**src/rtl/irqsl_pkg.sv**
```systemverilog
package irqsl_pkg;

    localparam int CNT_W = 8;
    localparam int GRP_W = 2;

    localparam logic [GRP_W-1:0] GRP_CNT = 2'd2;
    localparam logic [GRP_W-1:0] GRP_ARM = 2'd3;

    typedef struct packed {
        logic latch_wr;
        logic reload_req;
        logic arm;
        logic disarm;
    } irqsl_cmd_t;

    function automatic irqsl_cmd_t decode_cmd(
        input logic             stb,
        input logic [GRP_W-1:0] grp,
        input logic             a0
    );
        irqsl_cmd_t c;
        c = '0;
        if (stb) begin
            if (grp == GRP_CNT) begin
                c.latch_wr   = !a0;
                c.reload_req = a0;
            end else if (grp == GRP_ARM) begin
                c.disarm = !a0;
                c.arm    = a0;
            end
        end
        return c;
    endfunction

endpackage

```
**src/rtl/irqsl_wr_decode.sv**
```systemverilog
module irqsl_wr_decode
    import irqsl_pkg::*;
(
    input  logic             wr_stb,
    input  logic [GRP_W-1:0] wr_grp,
    input  logic             wr_a0,
    output irqsl_cmd_t       cmd
);
    always_comb begin
        cmd = decode_cmd(wr_stb, wr_grp, wr_a0);
    end
endmodule

```
**src/rtl/irqsl_line_counter.sv**
```systemverilog
module irqsl_line_counter
    import irqsl_pkg::*;
#(
    parameter int W = CNT_W
) (
    input  logic         clk,
    input  logic         rst,
    input  irqsl_cmd_t   cmd,
    input  logic [W-1:0] wr_data,
    input  logic         line_pulse,
    output logic [W-1:0] cnt_q,
    output logic [W-1:0] latch_q,
    output logic         pend_q,
    output logic         zero_hit
);
    logic [W-1:0] latch_n;
    logic [W-1:0] cnt_n;
    logic         pend_eff;
    logic         pend_n;

    always_comb begin
        latch_n  = cmd.latch_wr ? wr_data : latch_q;
        pend_eff = pend_q | cmd.reload_req;
        cnt_n    = cnt_q;
        pend_n   = pend_eff;
        if (line_pulse) begin
            if ((cnt_q == '0) || pend_eff) begin
                cnt_n  = latch_n;
                pend_n = 1'b0;
            end else begin
                cnt_n = cnt_q - W'(1);
            end
        end
        zero_hit = line_pulse && (cnt_n == '0);
    end

    always_ff @(posedge clk) begin
        if (rst) begin
            cnt_q   <= '0;
            latch_q <= '0;
            pend_q  <= 1'b0;
        end else begin
            cnt_q   <= cnt_n;
            latch_q <= latch_n;
            pend_q  <= pend_n;
        end
    end
endmodule

```
**src/rtl/irqsl_req_flag.sv**
```systemverilog
module irqsl_req_flag
    import irqsl_pkg::*;
(
    input  logic       clk,
    input  logic       rst,
    input  irqsl_cmd_t cmd,
    input  logic       zero_hit,
    output logic       en_q,
    output logic       irq_q
);
    logic en_n;
    logic irq_n;

    always_comb begin
        en_n = en_q;
        if (cmd.arm)    en_n = 1'b1;
        if (cmd.disarm) en_n = 1'b0;
        if (cmd.disarm) irq_n = 1'b0;
        else            irq_n = irq_q | (zero_hit & en_n);
    end

    always_ff @(posedge clk) begin
        if (rst) begin
            en_q  <= 1'b0;
            irq_q <= 1'b0;
        end else begin
            en_q  <= en_n;
            irq_q <= irq_n;
        end
    end
endmodule

```
**src/rtl/irq_scanline_gen.sv**
```systemverilog
module irq_scanline_gen
    import irqsl_pkg::*;
#(
    parameter int W = CNT_W
) (
    input  logic             clk,
    input  logic             rst,
    input  logic             wr_stb,
    input  logic [GRP_W-1:0] wr_grp,
    input  logic             wr_a0,
    input  logic [W-1:0]     wr_data,
    input  logic             line_pulse,
    output logic             irq_o
);
    irqsl_cmd_t   cmd;
    logic [W-1:0] cnt_q;
    logic [W-1:0] latch_q;
    logic         pend_q;
    logic         zero_hit;
    logic         en_q;
    logic         irq_q;

    irqsl_wr_decode u_dec (
        .wr_stb (wr_stb),
        .wr_grp (wr_grp),
        .wr_a0  (wr_a0),
        .cmd    (cmd)
    );

    irqsl_line_counter #(.W(W)) u_cnt (
        .clk        (clk),
        .rst        (rst),
        .cmd        (cmd),
        .wr_data    (wr_data),
        .line_pulse (line_pulse),
        .cnt_q      (cnt_q),
        .latch_q    (latch_q),
        .pend_q     (pend_q),
        .zero_hit   (zero_hit)
    );

    irqsl_req_flag u_flag (
        .clk      (clk),
        .rst      (rst),
        .cmd      (cmd),
        .zero_hit (zero_hit),
        .en_q     (en_q),
        .irq_q    (irq_q)
    );

    assign irq_o = irq_q;
endmodule

```
**config.mk**
```make
export PLATFORM = sky130hd
export DESIGN_NAME = irq_scanline_gen
export DESIGN_NICKNAME = d
export VERILOG_FILES = /design/src/rtl/irqsl_pkg.sv /design/src/rtl/irqsl_wr_decode.sv /design/src/rtl/irqsl_line_counter.sv /design/src/rtl/irqsl_req_flag.sv /design/src/rtl/irq_scanline_gen.sv
export SDC_FILE = /design/constraint.sdc
export NUM_CORES = 1
export LEC_CHECK = 0
export BUFFER_PORTS_ARGS = -buffer_cell sky130_fd_sc_hd__buf_2
export CORE_MARGIN = 2
export CORE_UTILIZATION = 55
export DETAILED_ROUTE_END_ITERATION = 10
export GPL_TIMING_DRIVEN = 1
export PLACE_DENSITY = 0.77
export SLEW_MARGIN = 0
export SYNTH_ARGS = -nofsm -noshare
export SYNTH_HDL_FRONTEND = slang
export SYNTH_SLANG_ARGS = --single-unit
```
**constraint.sdc**
```tcl
create_clock -name clk -period 2.15 [get_ports clk]
set_input_delay 0 -clock clk [delete_from_list [all_inputs] [get_ports clk]]
set_output_delay 0 -clock clk [all_outputs]
set_load 0.01 [all_outputs]
```
# Yosys cells after proc, flatten, opt, wreduce, memory -nomap -nowiden
# Index checks and enable logic that the tools add are counted.
# classes
add_sub_neg,1
multipliers,0
n_div,0
magnitude_cmp,0
n_eq_ne,2
n_shift,0
muxes,11
bitwise,3
reduce_logical,6
# op_table
cell,count
2-to-1 mux 8 bit,3
zero test 8 bit,2
subtractor 8 x 1 -> 8 bit (second input constant),1
2-to-1 mux 2 bit,3
equality test 2 bit (second input constant),2
2-to-1 mux 1 bit,4
2-to-1 mux 4 bit,1
bitwise OR 1 bit,2
OR reduction 2 bit,1
AND 1 bit,1
logical AND 1 bit,1
zero test 1 bit,1
logical OR 1 bit,1
# word_totals
ff_bits,19
latchBits,0
mem_bits_rw,0
romBits,0
input_bits,15
output_inout_bits,1
wordCells,28
memories,0

# Logic depth before layout (Yosys ltp)
# logic_depth
ltp_word,12
depth_mapped,10
ltp_nobuf,8

# By module
# A second synthesis with hierarchy kept.
# unflattened
hier_cells,120
area_unflattened_um2,1062.3
# by_module_without_submodules
module,n_inst,cells_each,area_per_inst_um2,seq_area_each_um2
irqsl_line_counter,1,109,947.2,340.3
irqsl_req_flag,1,7,70.1,40.0
irqsl_wr_decode,1,4,45.0,0.0

# Worst setup path after synthesis
# OpenSTA, ideal clock, no wires.
# synth_path
path_kind,register to register
from,register u_cnt.cnt_q[0]
to,register u_flag.irq_q
setup_ns,0.121
t_arrival_ns,1.822
required_time_ns,2.029
slack_ns,0.207
path_stages_with_launch,10
path_buffers,1
period_less_slack_ns,1.943
cell_sequence,dfxtp_1 > clkbuf_8 > inv_1 > ha_1 > nor3b_1 > nand3b_1 > or4_2 > o221a_2 > nand4_1 > o21ai_1
# synth_between
elab_chain_len,8
elab_cells_between_ends,9
cone_classes,add/sub: 1; mux: 2; bitwise: 2; reduce/logical: 4
# synth_rtl
item,line_no,rtl
start: declaration,irqsl_line_counter.sv:11,"output logic [W-1:0] cnt_q,"
start signal: assignment,irqsl_line_counter.sv:43,cnt_q <= cnt_n;
branches (longest 3 deep; another with subtractor 8 x 1 -> 8 bit),-,
2-to-1 mux 8 bit *,irqsl_line_counter.sv:26,if (line_pulse) begin
zero test 8 bit *,irqsl_line_counter.sv:34,zero_hit = line_pulse && (cnt_n == '0);
logical AND 1 bit *,irqsl_line_counter.sv:34,
AND 1 bit *,irqsl_req_flag.sv:19,else irq_n = irq_q | (zero_hit & en_n);
bitwise OR 1 bit *,irqsl_req_flag.sv:19,
end signal: assignment,irqsl_req_flag.sv:28,irq_q <= irq_n;
end: declaration,irqsl_req_flag.sv:9,output logic irq_q
# Every way passes the cells marked *.
# A chain may end at the register's enable or synchronous reset.

# Worst setup path in the final report
# layout_path
from,register u_cnt.cnt_q[1]
to,register u_flag.irq_q
# The elaborated chain is that of the path after synthesis.

==> impl_metrics.env <==
export IMPL_dr_pass1_iters=4
export IMPL_finalSetupViolations=0
export IMPL_seq_area_frac_synth_pct=34.86
export IMPL_fin_tns_setup_ns=0
export IMPL_nFillCells=165
export IMPL_synth_area_top_cells="dfxtp_1, mux2i_1, nor2_1"
export IMPL_port_buffers=15
export IMPL_synth_area_per_cell_um2=9.168
export IMPL_synth_seq_cells=19
export IMPL_crit_path_start="u_cnt.cnt_q[1]"
export IMPL_vias_per_cell=5.584
export IMPL_utilization_pct=65.10
export IMPL_row_count=16
export IMPL_routed_wl_um=2410
export IMPL_grt_pass1_wl_um=3912
export IMPL_hold_viol_final=0
export IMPL_synth_flop_cell="dfxtp_1"
export IMPL_path_clk_slew_ns=0.11
export IMPL_rsz0062_at_grt="no"
export IMPL_die_h_um=48.54
export IMPL_powerDensity_nw_per_um2=1376
export IMPL_synthCells=119
export IMPL_antenna_found_initial=0
export IMPL_fp_dieW_um=48.54
export IMPL_ys_async_sr_fraction_pct=0
export IMPL_crit_cells=8
export IMPL_cp_required_ns=2.35
export IMPL_vias=927
export IMPL_nets=157
export IMPL_p_leak_nw=0.5073
export IMPL_io_pins=16
export IMPL_synth_top_area_share_pct=34.86
export IMPL_grt_ovfl_total=0
export IMPL_synth_cell_types=43
export IMPL_r2r_slack_ns=0.13
export IMPL_final_period_utilization_pct=93.94
export IMPL_cts_sinks=19
export IMPL_critPathLaunchType="flop"
export IMPL_drc=0
export IMPL_cts_setup_buffers=0
export IMPL_crit_family="simple AND/OR/NAND/NOR gates"
export IMPL_layout_drive_gt1_share_pct=24.46
export IMPL_reg2reg_from="u_cnt.cnt_q[1]"
export IMPL_clk_insertion_delay_late_ns=0.30
export IMPL_drt_iter0_markers=33
export IMPL_critical_path_class="flop to flop"
export IMPL_cts_buffers=3
export IMPL_clk_path_buf_depth=2
export IMPL_synth_edf_count=0
export IMPL_period_minus_slack_ns=2.020
export IMPL_cts_tree="done"
export IMPL_syn_area_um2=1091
export IMPL_start_util_pct=56.77
export IMPL_ir_drop_v=0.0008253
export IMPL_htreeDepth=1
export IMPL_synth_warnings=0
export IMPL_grt_max_degree=22
export IMPL_hpwl_um=1713
export IMPL_cp_num_buf_inv=1
export IMPL_crit_chain="inv_1, ha_1, nor3b_2, nand3b_1, or4_2, o221a_2, nand4_1, o21ai_1"
export IMPL_synth_nets=136
export IMPL_wl_per_cell_um=14.52
export IMPL_synth_most_common_cell="dfxtp_1"
export IMPL_grtUsageTotal_pct=20.93
export IMPL_diodes=0
export IMPL_slew_headroom_pct=72.22
export IMPL_fmax_mhz=495.1
export IMPL_hp_class="primary input to flop"
export IMPL_status="completed"
export IMPL_yosysTopAreaCell="dfxtp_1"
export IMPL_synth_common_cells="dfxtp_1, nor2_1, mux2i_1"
export IMPL_crit_slowest_cell="or4_2"
export IMPL_reg2reg_depth=8
export IMPL_end_kind="flop"
export IMPL_arrival_ns=2.22
export IMPL_r2r_end="u_flag.irq_q"
export IMPL_cp_endpoint="u_flag.irq_q"
export IMPL_die_area_um2=2356
export IMPL_report_final_slew_viol_count=0
export IMPL_drv_cap=0
export IMPL_gp_congestion=0.8738
export IMPL_area_delta_synth_final_pct=14.68
export IMPL_critical_path_max_stage_delay_ns=0.62
export IMPL_cts_root_buf="clkbuf_4"
export IMPL_grt_pass1_vias=901
export IMPL_coreArea_um2=1922
export IMPL_finalClockSkew_ns=0.003657
export IMPL_drtAntennaViolNets=0
export IMPL_worst_slew_pin_slew_ns=0.4136
export IMPL_crit_fanout=7
placed cells by master (no fill, tap or decap), types with 2 or more instances in the layout:
cell,n
mux2i_1,14
buf_2,15
o21ai_0,6
nand2b_1,2
ha_1,2
and2b_2,2
a21oi_1,3
dfxtp_1,18
nor2_1,16
dlygate4sd3_1,7
nor3_1,3
nand3_1,5
nand2_1,6
xnor2_1,2
a31oi_1,2
clkbuf_4,3
inv_1,4
worst min-delay path by stage:
stage / startpoint / end / depth (start not counted)
2_1_floorplan: wr_a0 / u_flag.irq_q / 2
3_3_place_gp: wr_data[3] / u_cnt.latch_q[3] / 3
3_5_place_dp: wr_data[2] / u_cnt.latch_q[2] / 3
4_1_cts: wr_data[6] / u_cnt.latch_q[6] / 3
5_1_grt: wr_data[4] / u_cnt.latch_q[4] / 3
6_report: wr_data[4] / u_cnt.latch_q[4] / 3
logic make-up (layout without fill, tap and decap cells):
family / Yosys count / in the layout / synth area share, %
xor gates and xnor gates: 2 / 2 / 1.606
and+or+nand+nor: 46 / 46 / 24.89
adders and majority gates: 2 / 2 / 2.293
buffers and inverters: 11 / 31 / 7.340
muxes: 15 / 15 / 13.88
DFF: 19 / 19 / 34.86
AOI/OAI and AO/OA: 24 / 24 / 15.14
metal layers:
| layer | vias up | GRT usage (%) | part of all wire (%) |
|---|---|---|---|
| met2 | 27 | 36.81 | 48 |
| met4 | 0 | 8.095 | 2.3 |
| met5 | - | 0 | 0 |
| li1 | 469 | - | - |
| met3 | 9 | 3.395 | 4.1 |
| met1 | 422 | 25.58 | 45 |
metrics by stage:
stage | instance area [µm²] | cells | worst slack [ns] | hold WS (ns) | total power [W]
finish | 1251 | 166 | 0.1302 | 0.02162 | 0.001721
global placement | 1142 | 155 | 0.1878 | 0.2718 | 0.001437
global route | 1251 | 166 | 0.05947 | 0.05855 | 0.001847
CTS | 1240 | 166 | 0.06782 | 0.02084 | 0.001676
floorplan | 1091 | 119 | 0.2071 | 0.1508 | 0.001332
detailed placement | 1142 | 155 | 0.1087 | 0.2833 | 0.001480
what timing repair did:
| item | in CTS | in global routing |
|---|---|---|
| setup endpoints to repair | 0 | 1 |
| hold buffers | 7 | 0 |
| resized for setup | 0 | 3 |
| hold endpoints to repair | 7 | 0 |
worst min-delay path, delay by kind of cell:
kind                   cells  cell delay (ns)
buffers and inverters      1             0.08
multiplexers               1             0.11
AND/OR/NAND/NOR            1             0.10
power by group:
group          switching, W  internal [W]
Clock              0.000112     0.0000693
Sequential         0.000106      0.000422
Combinational      0.000530      0.000482
Total              0.000748      0.000974
state kept, by name (all words and copies together), names as in the netlist:
signal	count
u_cnt.cnt_q	8
u_cnt.latch_q	8
u_cnt.pend_q	1
u_flag.en_q	1
u_flag.irq_q	1
cell type report:
| class | instances | area (µm²) | share of cell area, % |
|---|---|---|---|
| Sequential cell | 19 | 381.6 | 30.50 |
| Inverter | 4 | 15.01 | 1.200 |
| Tap cell | 27 | 33.78 | 2.700 |
| Clock inverter | 1 | 5.005 | 0.4000 |
| Multi-Input combinational cell | 89 | 640.6 | 51.20 |
| Clock buffer | 3 | 22.52 | 1.800 |
| Timing Repair Buffer | 23 | 152.6 | 12.20 |
Power figures use the tool's default switching activity.
